`config.mk`:
```
export PLATFORM = sky130hd
export DESIGN_NAME = dma_engine
export DESIGN_NICKNAME = d
export VERILOG_FILES = /design/src/rtl/dma_pkg.sv /design/src/rtl/dma_seq.sv /design/src/rtl/dma_ptrcnt.sv /design/src/rtl/dma_rdmux.sv /design/src/rtl/dma_engine.sv
export SDC_FILE = /design/constraint.sdc
export NUM_CORES = 1
export LEC_CHECK = 0
export ABC_CLOCK_PERIOD_IN_PS = 3400
export BUFFER_PORTS_ARGS = -buffer_cell sky130_fd_sc_hd__buf_4
export CAP_MARGIN = 20
export CORE_AREA = 10 10 96 98
export CTS_CLUSTER_SIZE = 25
export DETAILED_ROUTE_END_ITERATION = 16
export DIE_AREA = 0 0 106 108
export GPL_ROUTABILITY_DRIVEN = 0
export PLACE_DENSITY = 0.85
export SLEW_MARGIN = 20
export SYNTH_ARGS = -nofsm -noshare
export SYNTH_HDL_FRONTEND = slang
export SYNTH_SLANG_ARGS = --single-unit
export TNS_END_PERCENT = 20
```
`constraint.sdc`:
```
create_clock -name clk -period 3.4 [get_ports clk]
set_input_delay 0.34 -clock clk [delete_from_list [all_inputs] [get_ports clk]]
set_output_delay 0.34 -clock clk [all_outputs]
set_load 0.01 [all_outputs]
```
`src/rtl/dma_pkg.sv`:
```
package dma_pkg;

    typedef enum logic [1:0] {
        ST_IDLE = 2'd0,
        ST_WAIT = 2'd1,
        ST_REQ  = 2'd2
    } dma_state_e;

    localparam logic [1:0] REG_CTRL = 2'd0;
    localparam logic [1:0] REG_PTR  = 2'd1;
    localparam logic [1:0] REG_CNT  = 2'd2;

    localparam int CTL_GO    = 0;
    localparam int CTL_BURST = 1;
    localparam int CTL_DONE  = 2;

endpackage

```
`src/rtl/dma_seq.sv`:
```
module dma_seq
    import dma_pkg::*;
(
    input  logic clk,
    input  logic rst_n,
    input  logic start,
    input  logic mode_we,
    input  logic mode_val,
    input  logic done_clr,
    input  logic cnt_zero,
    input  logic cnt_last,
    input  logic src_valid,
    input  logic bus_gnt,
    output logic bus_req,
    output logic mem_wr,
    output logic busy,
    output logic burst,
    output logic done
);

    typedef struct packed {
        dma_state_e state;
        logic       burst;
        logic       done;
    } seq_t;

    seq_t s_d, s_q;
    logic wr_now;

    always_comb begin
        s_d    = s_q;
        wr_now = (s_q.state == ST_REQ) && bus_gnt && src_valid;

        if (mode_we)  s_d.burst = mode_val;
        if (done_clr) s_d.done  = 1'b0;

        unique case (s_q.state)
            ST_IDLE: begin
                if (start) begin
                    if (cnt_zero) s_d.done  = 1'b1;
                    else          s_d.state = ST_WAIT;
                end
            end
            ST_WAIT: begin
                if (src_valid) s_d.state = ST_REQ;
            end
            ST_REQ: begin
                if (wr_now) begin
                    if (cnt_last) begin
                        s_d.state = ST_IDLE;
                        s_d.done  = 1'b1;
                    end else if (!s_q.burst) begin
                        s_d.state = ST_WAIT;
                    end
                end
            end
            default: s_d.state = ST_IDLE;
        endcase
    end

    always_ff @(posedge clk or negedge rst_n) begin
        if (!rst_n) s_q <= '{state: ST_IDLE, burst: 1'b0, done: 1'b0};
        else        s_q <= s_d;
    end

    assign bus_req = (s_q.state == ST_REQ);
    assign mem_wr  = wr_now;
    assign busy    = (s_q.state != ST_IDLE);
    assign burst   = s_q.burst;
    assign done    = s_q.done;

endmodule

```
`src/rtl/dma_ptrcnt.sv`:
```
module dma_ptrcnt #(
    parameter int ADDR_W = 32,
    parameter int CNT_W  = 16,
    parameter int STEP   = 4
) (
    input  logic              clk,
    input  logic              rst_n,
    input  logic              ld_ptr,
    input  logic              ld_cnt,
    input  logic [ADDR_W-1:0] wdata,
    input  logic              adv,
    output logic [ADDR_W-1:0] ptr,
    output logic [CNT_W-1:0]  cnt,
    output logic              cnt_zero,
    output logic              cnt_last
);

    localparam logic [ADDR_W-1:0] STEP_V = ADDR_W'(STEP);
    localparam logic [CNT_W-1:0]  ONE_V  = CNT_W'(1);

    typedef struct packed {
        logic [ADDR_W-1:0] ptr;
        logic [CNT_W-1:0]  cnt;
    } pc_t;

    pc_t pc_d, pc_q;

    always_comb begin
        pc_d = pc_q;
        if (adv) begin
            pc_d.ptr = pc_q.ptr + STEP_V;
            pc_d.cnt = pc_q.cnt - ONE_V;
        end else begin
            if (ld_ptr) pc_d.ptr = wdata;
            if (ld_cnt) pc_d.cnt = wdata[CNT_W-1:0];
        end
    end

    always_ff @(posedge clk or negedge rst_n) begin
        if (!rst_n) pc_q <= '0;
        else        pc_q <= pc_d;
    end

    assign ptr      = pc_q.ptr;
    assign cnt      = pc_q.cnt;
    assign cnt_zero = (pc_q.cnt == '0);
    assign cnt_last = (pc_q.cnt == ONE_V);

endmodule

```
`src/rtl/dma_rdmux.sv`:
```
module dma_rdmux
    import dma_pkg::*;
#(
    parameter int ADDR_W = 32,
    parameter int CNT_W  = 16
) (
    input  logic [1:0]        sel,
    input  logic [ADDR_W-1:0] ptr,
    input  logic [CNT_W-1:0]  cnt,
    input  logic              busy,
    input  logic              burst,
    input  logic              done,
    output logic [ADDR_W-1:0] rdata
);

    always_comb begin
        rdata = '0;
        unique case (sel)
            REG_CTRL: begin
                rdata[CTL_GO]    = busy;
                rdata[CTL_BURST] = burst;
                rdata[CTL_DONE]  = done;
            end
            REG_PTR: rdata = ptr;
            REG_CNT: rdata[CNT_W-1:0] = cnt;
            default: rdata = '0;
        endcase
    end

endmodule

```
`src/rtl/dma_engine.sv`:
```
module dma_engine
    import dma_pkg::*;
#(
    parameter int ADDR_W = 32,
    parameter int DATA_W = 32,
    parameter int CNT_W  = 16
) (
    input  logic              clk,
    input  logic              rst_n,
    input  logic              reg_wr,
    input  logic [1:0]        reg_addr,
    input  logic [ADDR_W-1:0] reg_wdata,
    output logic [ADDR_W-1:0] reg_rdata,
    input  logic              src_valid,
    input  logic [DATA_W-1:0] src_data,
    output logic              src_ready,
    output logic              bus_req,
    input  logic              bus_gnt,
    output logic              mem_wr,
    output logic [ADDR_W-1:0] mem_addr,
    output logic [DATA_W-1:0] mem_wdata,
    output logic              irq
);

    localparam int BYTES = DATA_W / 8;

    logic              busy, burst_mode, done;
    logic              ctl_wr, start, mode_we, done_clr, ld_ptr, ld_cnt;
    logic              cnt_zero, cnt_last;
    logic [ADDR_W-1:0] ptr_q;
    logic [CNT_W-1:0]  cnt_q;

    assign ctl_wr   = reg_wr && (reg_addr == REG_CTRL);
    assign start    = ctl_wr && reg_wdata[CTL_GO] && !busy;
    assign mode_we  = ctl_wr && !busy;
    assign done_clr = ctl_wr && reg_wdata[CTL_DONE];
    assign ld_ptr   = reg_wr && (reg_addr == REG_PTR) && !busy;
    assign ld_cnt   = reg_wr && (reg_addr == REG_CNT) && !busy;

    dma_seq u_seq (
        .clk       (clk),
        .rst_n     (rst_n),
        .start     (start),
        .mode_we   (mode_we),
        .mode_val  (reg_wdata[CTL_BURST]),
        .done_clr  (done_clr),
        .cnt_zero  (cnt_zero),
        .cnt_last  (cnt_last),
        .src_valid (src_valid),
        .bus_gnt   (bus_gnt),
        .bus_req   (bus_req),
        .mem_wr    (mem_wr),
        .busy      (busy),
        .burst     (burst_mode),
        .done      (done)
    );

    dma_ptrcnt #(
        .ADDR_W (ADDR_W),
        .CNT_W  (CNT_W),
        .STEP   (BYTES)
    ) u_pc (
        .clk      (clk),
        .rst_n    (rst_n),
        .ld_ptr   (ld_ptr),
        .ld_cnt   (ld_cnt),
        .wdata    (reg_wdata),
        .adv      (mem_wr),
        .ptr      (ptr_q),
        .cnt      (cnt_q),
        .cnt_zero (cnt_zero),
        .cnt_last (cnt_last)
    );

    dma_rdmux #(
        .ADDR_W (ADDR_W),
        .CNT_W  (CNT_W)
    ) u_rd (
        .sel   (reg_addr),
        .ptr   (ptr_q),
        .cnt   (cnt_q),
        .busy  (busy),
        .burst (burst_mode),
        .done  (done),
        .rdata (reg_rdata)
    );

    assign src_ready = mem_wr;
    assign mem_addr  = ptr_q;
    assign mem_wdata = src_data;
    assign irq       = done;

endmodule

```
==> results of run 1 <==
-- worst register-to-register path: stages (launching register included) --
cell and delay, ns:
dfrtp_1 0.46, or4_1 0.73, or2_4 0.34, nor4b_4 0.34, nand2_1 0.12, a31o_1 0.23
-- synth_stat cells, types with 2 or more instances --
master / number
nand2_1: 58
dfrtp_1: 52
buf_4: 33
clkbuf_1: 24
nor2_1: 20
o21ai_0: 20
and2_1: 19
nand3_1: 19
a22oi_1: 17
nor2b_1: 14
a21oi_1: 13
o211ai_1: 13
nand4_1: 12
inv_1: 10
and3_1: 9
and4_1: 7
ha_1: 7
o311ai_0: 7
a31oi_1: 6
nor3_1: 6
a211oi_1: 5
a221o_1: 5
o22ai_1: 4
xor2_1: 4
a311oi_1: 3
nand2b_1: 3
a21o_1: 2
a222oi_1: 2
a22o_1: 2
a32oi_1: 2
mux2i_1: 2
nand3b_1: 2
nor4_1: 2
nor4b_4: 2
or4_1: 2
or4_2: 2
-- state kept, by name (all words and copies together) (netlist names) --
register,cells
u_pc.ptr,32
u_pc.cnt,16
u_seq.s_q,2
u_seq.burst,1
u_seq.done,1
-- through the flow --
stage                     instances  utilization [%]  cell area, µm²  setup slack [ns]
after floorplan                 433                -            3660              1.34
after global placement          587             57.3            4270              1.16
after detailed placement        587             57.3            4270              1.10
after CTS                       595             58.8            4380              1.07
after global routing            595             58.8            4380             0.925
final                           595             58.8            4380              1.08
-- area by class of cell --
cell class / instances / area [µm²] / share of cell area (%)
inverter: 11 / 41.3 / 0.943
sequential: 52 / 1300 / 29.7
tap: 102 / 128 / 2.92
clock inverter: 2 / 35.0 / 0.800
clock buffer: 6 / 72.6 / 1.66
multi-input combinational: 309 / 1950 / 44.6
timing repair buffer: 113 / 848 / 19.4
-- cells by family (layout without fill, tap and decap cells) --
group,Yosys count,after routing,share of synthesized area (%)
mux,3,3,0.856
simple gates,182,182,27.2
fa+ha+maj,7,7,2.40
flops,52,52,35.6
xor+xnor,5,5,1.20
buf+inv,72,132,11.1
compound gates,112,112,21.7
-- metal layers --
metal  vias to the layer above  GRT usage [%]
li1                       1681              -
met1                      1766           24.0
met2                       211           30.7
met3                        34           5.47
met4                         0           7.54
met5                         -              0
-- power by group --
part / total (µW) / internal [µW] / switching, µW
Clock: 426 / 219 / 207
Sequential: 1370 / 901 / 470
Combinational: 1370 / 676 / 694
-- worst paths after layout --
check | cells past startpoint | from | slack (ns) | end
max | 5 | u_pc.cnt[2] | 1.08 | u_seq.s_q[3]
min | 1 | rst_n | 0.06 | u_pc.ptr[28]
max reg2reg | 5 | u_pc.cnt[2] | 1.08 | u_seq.s_q[3]
min reg2reg | 2 | u_pc.ptr[1] | 0.54 | u_pc.ptr[1]
max in group asynchronous | 1 | rst_n | 2.90 | u_pc.cnt[6]
min in group clk | 3 | reg_wdata[20] | 0.24 | u_pc.ptr[20]
==> metrics.txt, run 1 <==
number of DRC markers in iteration 0=383; Fmax=0.430 GHz; CTS Hold Bufs=0; Final min period=about 2.3 ns; worst-path fanout max=8; Critical Path Sink Type=flip-flop; WP data required=3.60 ns; hpwl dp=between 8000 and 9000 µm; total CTS buffers=5; layout cells sized above 1=a little over a quarter; status=finished, final reports clean; unrepaired setup endpoints after global routing=false; Clock Tree Buf Depth=2; slowest stage cell, crit path=or4_1; htree depth=2; GRT Residual Overflow=0; number of I/O pins=171; Inserted Diodes=0; CP cell instances=or4_1 > or2_4 > nor4b_4 > nand2_1 > a31o_1; die height=108 µm; MaxCap Viol Count=0; CTS tree=yes; Pins Over Slew Limit=0; WL met1=4650 µm; Slew @ Worst Pin=0.752 ns; clk_skew=0.00548 ns; ys async rst share=100%; IO Port Bufs=106; P&R area growth vs syn=19.7%; Setup CP Type=flip-flop to flip-flop; Post-Synthesis Cell Area=3660 µm²; Top Family by Delay on Critical Path=simple AND/OR/NAND/NOR gates; Arr. time, crit path=2.52 ns; Synth top area share=around 36%; initial antenna violation count=0; crit share post-route=68.3%; final hold vios=0; post-synthesis cell count=~430; Top FF cell, synth=dfrtp_1; # DRC=0; WL met3=roughly 1100 µm; # clock sinks=52; headroom to the max-slew limit=49.8%; DRT Pass-1 Iters=6; root buffer cell=clkbuf_8; Critical Path Start Type=flip-flop; register area share after synthesis=35.6%; vias in the first global route=3612; top layer in use=met4; Fill cells=679; vias=3692; Pwr Total=3170 µW; CP max stage delay=0.73 ns; core area=7450 µm²; post-CTS resize count=0; Leak=just under 0.002 µW; Vias per Instance=6.21; Post-synth EDFFs=0; Yosys cell types=59; synthesized area per cell=8.44 µm²; P per Cell Area=between 700 and 800 nW/µm²; Final setup violation count=0; routed wl met2=5500 µm; Mapped Nets=511; # rows=32; VDD IR-drop max=around 0.00039 V; Die ar.=11400 µm²; first-pass GRT wire length=18200 µm; Setup Total Neg Slack=0 ns; initial core utilization=49.1%; cell taking the most area after synthesis=dfrtp_1; final wirelength=11600 µm; CP Buf/Inv Count=0; Synth area leaders=dfrtp_1, buf_4, nand2_1; commonest cells after routing, fill and taps aside=buf_4, nand2_1, dfrtp_1; commonest non-fill, non-tap cell in the layout=buf_4; Die X-Extent=106 µm; total setup buffers inserted after CTS=0; Synth warnings=0; wire length per cell=19.5 µm; Worst Hold Class=primary input to async pin; worst skew pair latency=0.30 ns; gr usage total=19.2%; largest net degree at the start of global routing=53; ANT nets after route=0; Seq cells post-synth=52; nets=570; Hold Worst Slack=0.0641 ns; clock transition at the registers of the reported paths=0.10 ns
No activity file was read; power rests on OpenSTA's default activity.
==> run 2: changes to the inputs <==
--- a/config.mk
+++ b/config.mk
@@ -5,15 +5,15 @@
 export SDC_FILE = /design/constraint.sdc
 export NUM_CORES = 1
 export LEC_CHECK = 0
-export ABC_CLOCK_PERIOD_IN_PS = 3400
+export ABC_CLOCK_PERIOD_IN_PS = 2050
 export BUFFER_PORTS_ARGS = -buffer_cell sky130_fd_sc_hd__buf_4
 export CAP_MARGIN = 20
-export CORE_AREA = 10 10 96 98
+export CORE_AREA = 10 10 104 106
 export CTS_CLUSTER_SIZE = 25
 export DETAILED_ROUTE_END_ITERATION = 16
-export DIE_AREA = 0 0 106 108
+export DIE_AREA = 0 0 114 116
 export GPL_ROUTABILITY_DRIVEN = 0
-export PLACE_DENSITY = 0.85
+export PLACE_DENSITY = 0.76
 export SLEW_MARGIN = 20
 export SYNTH_ARGS = -nofsm -noshare
 export SYNTH_HDL_FRONTEND = slang
==> constraint.sdc (replaced) <==
create_clock -name clk -period 2.05 [get_ports clk]
set_input_delay 0.205 -clock clk [delete_from_list [all_inputs] [get_ports clk]]
set_output_delay 0.205 -clock clk [all_outputs]
set_load 0.01 [all_outputs]
==> metrics.txt, run 2 (synthesis results as in run 1) <==
headroom to the max-slew limit=54.2%; Place WS=-0.0477 ns; sequential share of power=38.8%; GRT Residual Overflow=0; Die ar.=around 13000 µm²; Leak=0.00211 µW; Pins Over Slew Limit=0; Fill cells=835; gr usage total=17.5%; MaxCap Viol Count=0; Slew @ Worst Pin=between 0.6 and 0.7 ns; largest net degree at the start of global routing=53; first-pass GRT wire length=around 19000 µm; Comb power frac=48.1%; Hold Worst Slack=~0.089 ns; final hold vios=0; die height=approximately 120 µm; Die X-Extent=114 µm; Vias per Instance=around 5.9; root buffer cell=clkbuf_8; Clock Tree Buf Depth=2; final wirelength=12200 µm; CTS tree=yes; number of DRC markers in iteration 0=263; Internal=3180 µW; wire length per cell=19.4 µm; switching share of power=42.7%; slowest stage cell, crit path=or4_1; placed insts=slightly above 600; max FFs per register=32; htree depth=2; VDD IR-drop max=0.000598 V; crit share post-route=97.6%; initial core utilization=around 42%; CP max stage delay=between 0.5 and 0.6 ns; DRT Pass-1 Iters=8; unrepaired setup endpoints after global routing=true; total CTS buffers=5; # DRC=0; Multi-input gate area=1970 µm²; hpwl dp=9390 µm; setup ws final=0.0502 ns; initial antenna violation count=0; Critical Path Sink Type=flip-flop; number of I/O pins=171; Worst Hold Class=primary input to flip-flop; commonest cells after routing, fill and taps aside=buf_4, nand2_1, dfrtp_1; Setup CP Type=flip-flop to flip-flop; vias=3725; layout cells sized above 1=between 30% and 40%; worst skew pair latency=0.31 ns; vias in the first global route=between 3000 and 4000; Finished Layout Cells=629; CP cell instances=or4_1 > or2_4 > nor4b_4 > nand2_1 > a31o_1; # rows=34; clk_skew=0.0137 ns; Arr. time, crit path=2.20 ns; Sw Pwr=approximately 2400 µW; Final setup violation count=0; commonest non-fill, non-tap cell in the layout=buf_4; nets=approximately 600; Inserted Diodes=0; IO Port Bufs=roughly 110; status=finished, final reports clean; clock transition at the registers of the reported paths=0.11 ns; Fmax=0.500 GHz; worst-path fanout max=3; Final min period=2.00 ns; core area=approximately 8700 µm²; Critical Path Start Type=flip-flop; ANT nets after route=0; # clock sinks=52; P&R area growth vs syn=27.1%; Reg area=1300 µm²; WP data required=between 2 and 2.5 ns; P per Cell Area=1200 nW/µm²; Clk pwr share=13.1%
run 2: layout make-up:
class / count / area share, %
clock buffers: 5 / 1.48
clock inverters: 3 / 0.916
inverters: 11 / 0.889
multi-input cells: 309 / 42.4
flip-flops and latches: 52 / 28.0
well taps: 108 / 2.91
repair buffers: 141 / 23.4
run 2: critical path: cells and delay by family (launching register included):
family / cells / cell delay, ns
flops: 1 / 0.40
compound gates: 1 / 0.24
simple gates: 4 / 1.26
run 2: power groups by stage:
stage          registers (µW)  clock network [µW]  logic, µW
3_3_place_gp             2110                   0       2600
4_1_cts                  2120                 736       2680
5_1_grt                  2230                 775       2930
3_5_place_dp             2140                   0       2660
2_1_floorplan            2140                   0       1290
6_report                 2160                 728       2670
run 2: what timing repair did:
| item | CTS | global route |
|---|---|---|
| endpoints found under the setup margin | 2 | 8 |
| setup buffers | 0 | 1 |
| resized for setup | 1 | 5 |
| pin swaps | 1 | 2 |
| endpoints found under the hold margin | 52 | 0 |
| hold buffers | 1 | 0 |
run 2: path summary, 6_finish.rpt:
kind,start,to,slack [ns],depth (start not counted)
min in group asynchronous,rst_n,u_pc.ptr[6],0.47,2
worst min-delay path,reg_wdata[20],u_pc.ptr[20],0.09,3
max in group asynchronous,rst_n,u_pc.ptr[10],1.12,2
worst max register to register,u_pc.cnt[5],u_seq.s_q[3],0.05,5
worst min register to register,u_pc.ptr[0],u_pc.ptr[0],0.53,2
worst max-delay path,u_pc.cnt[5],u_seq.s_q[3],0.05,5
run 2: per-stage QoR:
| stage | area, µm² | total power [µW] | TNS, ns | utilization [%] |
|---|---|---|---|---|
| finish | 4650 | 5560 | 0 | 53.5 |
| CTS | 4620 | 5540 | 0 | 53.3 |
| detailed placement | 4500 | 4800 | -0.0623 | 51.8 |
| global placement | 4500 | 4710 | 0 | 51.8 |
| global route | 4650 | 5930 | -0.124 | 53.5 |
| floorplan | 3660 | 3430 | 0 | - |
run 2: per-layer routing:
layer | track usage [%] | up-vias | part of all wire [%]
met1 | 22.0 | 1799 | 43
met2 | 28.5 | 155 | 47
met5 | 0 | - | 0
met3 | 5.27 | 34 | 8.5
met4 | 5.01 | 0 | 1.6
li1 | - | 1737 | -
==> run 3: changes to the inputs <==
--- a/config.mk
+++ b/config.mk
@@ -5,13 +5,14 @@
 export SDC_FILE = /design/constraint.sdc
 export NUM_CORES = 1
 export LEC_CHECK = 0
+export ABC_AREA = 1
 export ABC_CLOCK_PERIOD_IN_PS = 2050
 export BUFFER_PORTS_ARGS = -buffer_cell sky130_fd_sc_hd__buf_4
 export CAP_MARGIN = 20
-export CORE_AREA = 10 10 104 106
+export CORE_AREA = 10 10 109 111
 export CTS_CLUSTER_SIZE = 25
 export DETAILED_ROUTE_END_ITERATION = 16
-export DIE_AREA = 0 0 114 116
+export DIE_AREA = 0 0 119 121
 export GPL_ROUTABILITY_DRIVEN = 0
 export PLACE_DENSITY = 0.76
 export SLEW_MARGIN = 20
==> metrics.txt, run 3 <==
final hold vios=0; wire length per cell=between 15 and 20 µm; Final min period=1.88 ns; Mapped Nets=~760; # DRC=0; Leak=0.00259 µW; total setup buffers inserted after CTS=0; vias=4640; top-count cell post-synth=nand2_1; Setup CP Type=flip-flop to output pin; grt met3 use=just under 5%; P&R area growth vs syn=18.4%; CTS tree=yes; IO Port Bufs=106; busiest grt layer=met2; worst r2r path cells=8; core area=a little under 10000 µm²; critical register-to-register path endpoint=u_pc.ptr[14]; htree depth=2; first-pass GRT wire length=22100 µm; Multi-input gate area=2270 µm²; worst r2r src=u_pc.ptr[3]; design area=5040 µm²; die height=121 µm; max FFs per register=32; gr usage total=18.4%; post-CTS resize count=0; ANT nets after route=0; register area share after synthesis=30.6%; Synth warnings=0; number of I/O pins=around 170; P per Cell Area=1160 nW/µm²; worst-path fanout max=22; Die ar.=14400 µm²; VDD IR-drop max=0.000483 V; Hold EP=u_pc.ptr[26]; number of DRC markers in iteration 0=421; Post-synth EDFFs=0; headroom to the max-slew limit=52.9%; Fmax=0.531 GHz; Slew @ Worst Pin=0.706 ns; initial core utilization=44.2%; met1 usage=23.7%; Post-Synthesis Cell Area=4260 µm²; Final setup violation count=0; DRT Pass-1 Iters=7; GRT Residual Overflow=0; Yosys cell types=34; Inserted Diodes=0; worst skew pair latency=between 0.3 and 0.4 ns; post-synthesis cell count=685; status=finished, final reports clean; clk_skew=0.0147 ns; Setup Total Neg Slack=0 ns; hold_sp=reg_wdata[26]; hpwl dp=~11000 µm; commonest cells after routing, fill and taps aside=nand2_1, buf_4, nor2_1; # rows=36; root buffer cell=clkbuf_8; Seq cells post-synth=52; final wirelength=13800 µm; # clock sinks=52; commonest non-fill, non-tap cell in the layout=nand2_1; Reg area=about 1300 µm²; placed insts=880; total CTS buffers=5; Critical Path Sink Type=output pin; initial antenna violation count=0; Cell Area, Placed=around 5000 µm²; Top FF cell, synth=dfrtp_1; Finished Layout Cells=889; ys async rst share=100%; MaxCap Viol Count=0; Synth area leaders=dfrtp_1, nand2_1, nor2_1; crit share post-route=91.9%; Post-synth top cells=nand2_1, nor2_1, inv_1; CTS Hold Bufs=1; Worst Hold Class=primary input to flip-flop; largest net degree at the start of global routing=between 50 and 60; met2 usage=between 20% and 30%; synthesized area per cell=6.22 µm²; Critical Path Start Type=flip-flop; Die X-Extent=about 120 µm; unrepaired setup endpoints after global routing=false; R2R setup slack=between 0.2 and 0.3 ns; layout cells sized above 1=18.3%; WP data required=1.85 ns; vias in the first global route=4423; Synth top area share=30.6%; nets=833; hold depth=3; Arr. time, crit path=1.68 ns; cell taking the most area after synthesis=dfrtp_1; Pins Over Slew Limit=0; Clock Tree Buf Depth=2; Fill cells=approximately 1000; Vias per Instance=around 5.2; clock transition at the registers of the reported paths=0.11 ns
==> run 3: cell count changes after synthesis, moves of 14 or more <==
cell	delta
a21oi_1	+17
and2_1	-19
clkbuf_1	-18
inv_1	+77
nand2_1	+165
nand3_1	+32
nor2_1	+71
nor2b_1	-14
==> run 3: how the worst max path moves through the flow <==
stage / start / endpoint / slack (ns)
3_3_place_gp: u_pc.ptr[3] / u_pc.ptr[14] / 0.41
4_1_cts: u_seq.s_q[2] / mem_wr / 0.17
6_report: u_seq.s_q[2] / mem_wr / 0.17
2_1_floorplan: u_pc.ptr[3] / u_pc.ptr[28] / 0.56
3_5_place_dp: u_pc.ptr[3] / u_pc.ptr[14] / 0.33
5_1_grt: u_seq.s_q[2] / mem_wr / 0.07
==> run 3: critical path, cell delays in order, from the launching register on <==
cell     delay [ns]
dfrtp_1        0.46
inv_2          0.09
nand2_2        0.09
nor2_8         0.22
buf_4          0.32
buf_4          0.18
==> run 3: final cells by class <==
type                    count  area share [%]
inverters                  93            6.92
well taps                 133            3.30
repair buffers            113            16.9
flip-flops and latches     52            25.8
clock inverters             3           0.843
multi-input cells         490            44.9
clock buffers               5            1.36
==> run 3: cell families after synthesis <==
logic type      Yosys count  synth area share, %
fa+ha+maj                 7                 2.06
buf+inv                 143                 16.2
flops                    52                 30.6
simple gates            382                 37.3
compound gates           97                 13.1
xor+xnor                  4                0.823
==> run 3: report_power, final <==
part	total (µW)	internal, µW	switching (µW)
Combinational	2850	1220	1640
Clock	753	363	391
Sequential	2260	1500	761
==> run 3: per-layer routing <==
layer  share of wire (%)  up-vias
met5                   0        -
met1                  43     2112
met2                  45      232
met4                 2.5        0
li1                    -     2264
met3                 9.0       32
==> run 3: through the flow <==
stage	setup WS [ns]	power (µW)	hold slack, ns	util, %
final	0.166	5860	0.0927	52.3
after floorplan	0.558	3880	-0.0906	-
after global routing	0.0702	6350	0.105	52.3
after global placement	0.413	5010	0.294	51.1
after CTS	0.167	5860	0.0934	52.3
after detailed placement	0.328	5110	0.303	51.1
